<file path="src/rtl/tlc_pv_seq.sv">
module tlc_pv_seq #(
  parameter int N          = 8,
  parameter int CODE_W     = 8,
  parameter int PULSE_CYC  = 10000,
  parameter int SETTLE_CYC = 20,
  parameter int MAX_LOOPS  = 24,
  parameter int PGM_BASE   = 180,
  parameter int PGM_STEP   = 3,
  parameter int VFY_BASE   = 5,
  parameter int VFY_STEP   = 6
) (
  input  logic              clk,
  input  logic              rst_n,
  input  logic              start,
  input  logic [N*3-1:0]    page_data,
  input  logic [N-1:0]      sense,
  output logic [CODE_W-1:0] gate_code,
  output logic [N-1:0]      inhibit,
  output logic [1:0]        phase,
  output logic              busy,
  output logic              done,
  output logic              fail
);
  localparam int TMAX = (PULSE_CYC > SETTLE_CYC) ? PULSE_CYC : SETTLE_CYC;
  localparam int TW   = $clog2(TMAX + 1);
  localparam int LW   = $clog2(MAX_LOOPS + 1);

  typedef enum logic [1:0] {S_IDLE, S_CHK, S_PGM, S_VFY} st_t;

  st_t           st;
  logic [2:0]    tgt [N];
  logic [N-1:0]  ok;
  logic [TW-1:0] tmr;
  logic [LW-1:0] loops;
  logic [2:0]    lvl, nxt, fst;
  logic [7:0]    pend;

  function automatic logic [2:0] level_of(input logic [2:0] d);
    case (d)
      3'b111:  level_of = 3'd0;
      3'b011:  level_of = 3'd1;
      3'b001:  level_of = 3'd2;
      3'b101:  level_of = 3'd3;
      3'b100:  level_of = 3'd4;
      3'b000:  level_of = 3'd5;
      3'b010:  level_of = 3'd6;
      default: level_of = 3'd7;
    endcase
  endfunction

  always_comb begin
    pend = '0;
    for (int i = 0; i < N; i++)
      if (!ok[i]) pend[tgt[i]] = 1'b1;
    pend[0] = 1'b0;
  end

  always_comb begin
    nxt = '0;
    fst = '0;
    for (int l = 7; l >= 1; l--) begin
      if (pend[l] && 3'(l) > lvl) nxt = 3'(l);
      if (pend[l]) fst = 3'(l);
    end
  end

  always_ff @(posedge clk or negedge rst_n) begin
    if (!rst_n) begin
      st    <= S_IDLE;
      ok    <= '0;
      tmr   <= '0;
      loops <= '0;
      lvl   <= '0;
      done  <= 1'b0;
      fail  <= 1'b0;
      for (int i = 0; i < N; i++) tgt[i] <= '0;
    end else begin
      done <= 1'b0;
      case (st)
        S_IDLE: if (start) begin
          for (int i = 0; i < N; i++) begin
            tgt[i] <= level_of(page_data[3*i +: 3]);
            ok[i]  <= (level_of(page_data[3*i +: 3]) == 3'd0);
          end
          loops <= '0;
          fail  <= 1'b0;
          st    <= S_CHK;
        end
        S_CHK: begin
          tmr <= '0;
          if (&ok) begin
            done <= 1'b1;
            st   <= S_IDLE;
          end else if (loops == LW'(MAX_LOOPS)) begin
            done <= 1'b1;
            fail <= 1'b1;
            st   <= S_IDLE;
          end else st <= S_PGM;
        end
        S_PGM: if (tmr == TW'(PULSE_CYC - 1)) begin
          tmr   <= '0;
          loops <= loops + 1'b1;
          lvl   <= fst;
          st    <= S_VFY;
        end else tmr <= tmr + 1'b1;
        S_VFY: if (tmr == TW'(SETTLE_CYC - 1)) begin
          tmr <= '0;
          for (int i = 0; i < N; i++)
            if (tgt[i] == lvl && !sense[i]) ok[i] <= 1'b1;
          if (nxt != 3'd0) lvl <= nxt;
          else st <= S_CHK;
        end else tmr <= tmr + 1'b1;
        default: st <= S_IDLE;
      endcase
    end
  end

  assign busy      = (st != S_IDLE);
  assign phase     = (st == S_PGM) ? 2'd1 : (st == S_VFY) ? 2'd2 : 2'd0;
  assign inhibit   = (st == S_PGM) ? ok : '0;
  assign gate_code = (st == S_PGM) ? CODE_W'(PGM_BASE) + CODE_W'(PGM_STEP) * CODE_W'(loops)
                   : (st == S_VFY) ? CODE_W'(VFY_BASE) + CODE_W'(VFY_STEP) * CODE_W'(lvl - 3'd1)
                   : '0;
endmodule

</file>
<file path="config.mk">
export PLATFORM = sky130hd
export DESIGN_NAME = tlc_pv_seq
export DESIGN_NICKNAME = d
export VERILOG_FILES = /design/src/rtl/tlc_pv_seq.sv
export SDC_FILE = /design/constraint.sdc
export NUM_CORES = 1
export LEC_CHECK = 0
export ABC_AREA = 1
export ABC_CLOCK_PERIOD_IN_PS = 10500
export BUFFER_PORTS_ARGS = -buffer_cell sky130_fd_sc_hd__buf_2
export CORE_MARGIN = 5
export CORE_UTILIZATION = 40
export CTS_BUF_LIST = sky130_fd_sc_hd__clkbuf_4 sky130_fd_sc_hd__clkbuf_8
export DETAILED_ROUTE_END_ITERATION = 6
export PLACE_DENSITY_LB_ADDON = 0.1
export SLEW_MARGIN = 20
export SYNTH_ARGS = -nofsm -noshare
export SYNTH_HDL_FRONTEND = slang
export SYNTH_SLANG_ARGS = --single-unit
</file>
<file path="constraint.sdc">
create_clock -name clk -period 10.5 [get_ports clk]
set_clock_uncertainty 0.1 [all_clocks]
set_input_delay 3.15 -clock clk [delete_from_list [all_inputs] [get_ports clk]]
set_output_delay 3.15 -clock clk [all_outputs]
set_load 0.005 [all_outputs]
</file>
==> results by group <==
Status
  – Run status: completed

Global route
  – Initial antenna violation count: 0
  – GR Util met2: 30.6%
  – Grt total ovfl: 0
  – Largest net degree at the start of global routing: 59
  – Met1 usage: 27.5%
  – Global-route wire length before repair: 24,600 µm
  – Global routing usage on met3: 3.43%
  – Vias in the first global route: 4,972
  – GR peak layer: met2
  – Total GRT Usage: 19.5%

STA
  – Worst Setup Slack, final: 3.36 ns
  – Max Freq: 140 MHz
  – Setup violators final: 0
  – Fin crit share: 68.0%
  – Hold WS: 0.406 ns
  – Min Tclk post-route: 7.14 ns
  – Slew HR: 26.7%
  – Hold Fails Final Rpt: 0
  – Final setup TNS: 0 ns
  – Unrepaired setup endpoints after global routing: false
  – Max-slew violations: 0
  – Least-Margin Pin Slew: 1.10 ns

Place
  – Routability cong.: 0.960
  – Dpl ws: 3.78 ns
  – HPWL after DPL: 11,300 µm
  – Buffers on Ports: 55

Routing
  – Drt pass-1 iters: 5
  – DRT iter0 DRCs: 334
  – DR vias: 5,019
  – Drt via density: 4.94
  – DRC viols: 0
  – Routed WL: 14,700 µm
  – WL per Instance: 14.5 µm
  – DRT antenna net count: 0

Setup path
  – WP data required: 7.25 ns
  – R2R cell count: 7
  – Crit path launch type: flip-flop
  – Reg-to-Reg Start: st[0]$_DFFE_PN0P_
  – RR Endpoint: ok[7]$_DFFE_PN0P_
  – Crit. End Element: output port
  – CP max FO: 17
  – R2R setup slack: 7.59 ns
  – Critical path type: reg2out
  – Worst EP arrival: 3.89 ns

CTS
  – CTS sink cnt: 58
  – CTS tree: done
  – Worst skew pair latency: 0.37 ns
  – TritonCTS Buffers: 9
  – Maximum root-to-sink buffer count: 2
  – Post_cts resized: 0
  – H-tree depth: 3
  – Root Buffer: clkbuf_8
  – # hold bufs at CTS: 0
  – Setup Buffers After CTS: 0
  – Clock slew at reported path FFs: 0.08 ns

Synth
  – Synth Cell Area: 5260 µm²
  – Cell type with the largest total area after synthesis: dfrtp_1
  – Post-Syn Area per Cell: 6.70 µm²
  – Number of synthesized flops with an enable pin: 0
  – Ys flop type: dfrtp_1
  – Area share of the largest cell type after synthesis: 27.6%
  – Sequential area share after synthesis: 27.6%
  – Synth warn: 0
  – Area contributors post-synth: dfrtp_1 (28%), nand2_1 (13%), ha_1 (11%)
  – Syn_nets: 869
  – Post-synth top cells: nand2_1 (185), inv_1 (109), nor2_1 (83)
  – Yosys cell types: 44
  – Seq cells post-synth: 58
  – Count leader, synth: nand2_1
  – Synthesized instance count: 784
  – Post-synth ARST share: 100%

Flow run
  – Max_cap viols: 0

Power and ir drop
  – Tot Pwr: 1.65 mW
  – Pwr Density: 279 nW/µm²
  – Pleak: 3.10 nW
  – Peak VDD IR: 0.107 mV

Min path
  – Hold crit path type: reg2reg
  – Hold Path Depth: 2
  – Hold path startpoint: tmr[1]$_DFFE_PN0P_
  – WHS Endpoint: tmr[1]$_DFFE_PN0P_

Floorplanning
  – Core Rows: 41
  – IO Pins: 56
  – Die X: 125 µm
  – DIE HEIGHT: 125 µm
  – Initial Util: 41.1%
  – Die area: 15,500 µm²
  – Core region area: 12,800 µm²

Layout
  – # diodes: 0
  – Nets@finish: 923
  – Layout cells sized above 1: 14.9%
  – Area grow syn2layout: 12.7%
metal layers:
layer	part of all wire [%]	vias to the layer above	wire length [µm]
met5	0	-	0
met3	4.6	19	685
met2	43	112	6410
met4	1.4	0	213
met1	50	2284	7430
li1	-	2604	-
critical path: stages, from the launching register on:
cell and delay (ns):
dfrtp_1 0.87, inv_1 0.41, ha_1 0.37, ha_1 0.29, inv_1 0.07, fa_1 0.54, ha_1 0.16, inv_1 0.05
or2_2 0.28, nor2_1 0.16, nand3_1 0.09, o211ai_1 0.09, buf_2 0.14
cells in the final DEF, fill, tap and decap left out, types with 2 or more instances in the layout:
| cell type | n |
|---|---|
| a31oi_1 | 2 |
| or2_2 | 3 |
| nand3b_1 | 2 |
| and2_1 | 5 |
| nor3_1 | 20 |
| dfrtp_1 | 58 |
| xor2_1 | 13 |
| nand3_1 | 43 |
| fa_1 | 4 |
| o21ai_0 | 48 |
| nand3_2 | 2 |
| inv_1 | 109 |
| a41oi_1 | 7 |
| o21ai_1 | 6 |
| nor4_1 | 4 |
| a21oi_1 | 43 |
| nand2_2 | 12 |
| buf_4 | 3 |
| a211oi_1 | 3 |
| bufinv_16 | 2 |
| o22ai_1 | 4 |
| nor2_2 | 8 |
| nor3_2 | 2 |
| buf_2 | 55 |
| nand4_1 | 7 |
| clkinv_2 | 2 |
| inv_2 | 19 |
| ha_1 | 46 |
| o211ai_1 | 5 |
| xnor2_1 | 10 |
| clkbuf_8 | 10 |
| nand2_1 | 185 |
| nor2_1 | 83 |
| clkinv_1 | 4 |
per-stage QoR:
stage,utilization (%),cell area [µm²],std cells
floorplan,-,5260,784
global placement,44.6,5700,999
detailed placement,44.6,5700,999
CTS,46.4,5920,1015
global route,46.4,5920,1015
finish,46.4,5920,1015
state kept, by name, indices dropped and copies added, names as in the netlist:
name   cells
tgt       24
tmr       14
ok         8
loops      5
lvl        3
st         2
done       1
fail       1
where the power goes:
group	leakage, nW	internal [mW]	total [mW]	switching [mW]
combinational	2.25	0.348	0.980	0.632
sequential	0.739	0.299	0.430	0.131
clock	0.113	0.142	0.243	0.101
kinds of logic after synthesis:
logic type               Yosys count  share of synthesized area [%]
AO/OA/AOI/OAI                    125                           13.4
XOR/XNOR                          23                           3.83
AND/OR/NAND/NOR                  381                           31.9
buffers and inverters            147                           10.7
adder cells (fa/ha/maj)           50                           12.5
flip-flops                        58                           27.6
worst max-delay path by stage:
| stage | startpoint | slack (ns) | to | depth (start not counted) |
|---|---|---|---|---|
| finish | lvl[0]$_DFFE_PN0P_ | 3.36 | gate_code[6] | 12 |
| global route | lvl[0]$_DFFE_PN0P_ | 3.11 | gate_code[6] | 12 |
| CTS | lvl[0]$_DFFE_PN0P_ | 3.37 | gate_code[6] | 12 |
| detailed placement | lvl[0]$_DFFE_PN0P_ | 3.78 | gate_code[6] | 12 |
| global placement | lvl[0]$_DFFE_PN0P_ | 3.92 | gate_code[6] | 12 |
| floorplan | lvl[1]$_DFFE_PN0P_ | 4.70 | gate_code[6] | 12 |
area by class of cell:
type | count | area, µm²
clock buffers | 11 | 145
fillers | 1344 | 6850
clock inverters | 5 | 77.6
flip-flops and latches | 58 | 1450
well taps | 172 | 215
multi-input cells | 579 | 3240
repair buffers | 58 | 298
inverters | 132 | 495
Note: power is estimated with default switching activity, not from simulation.
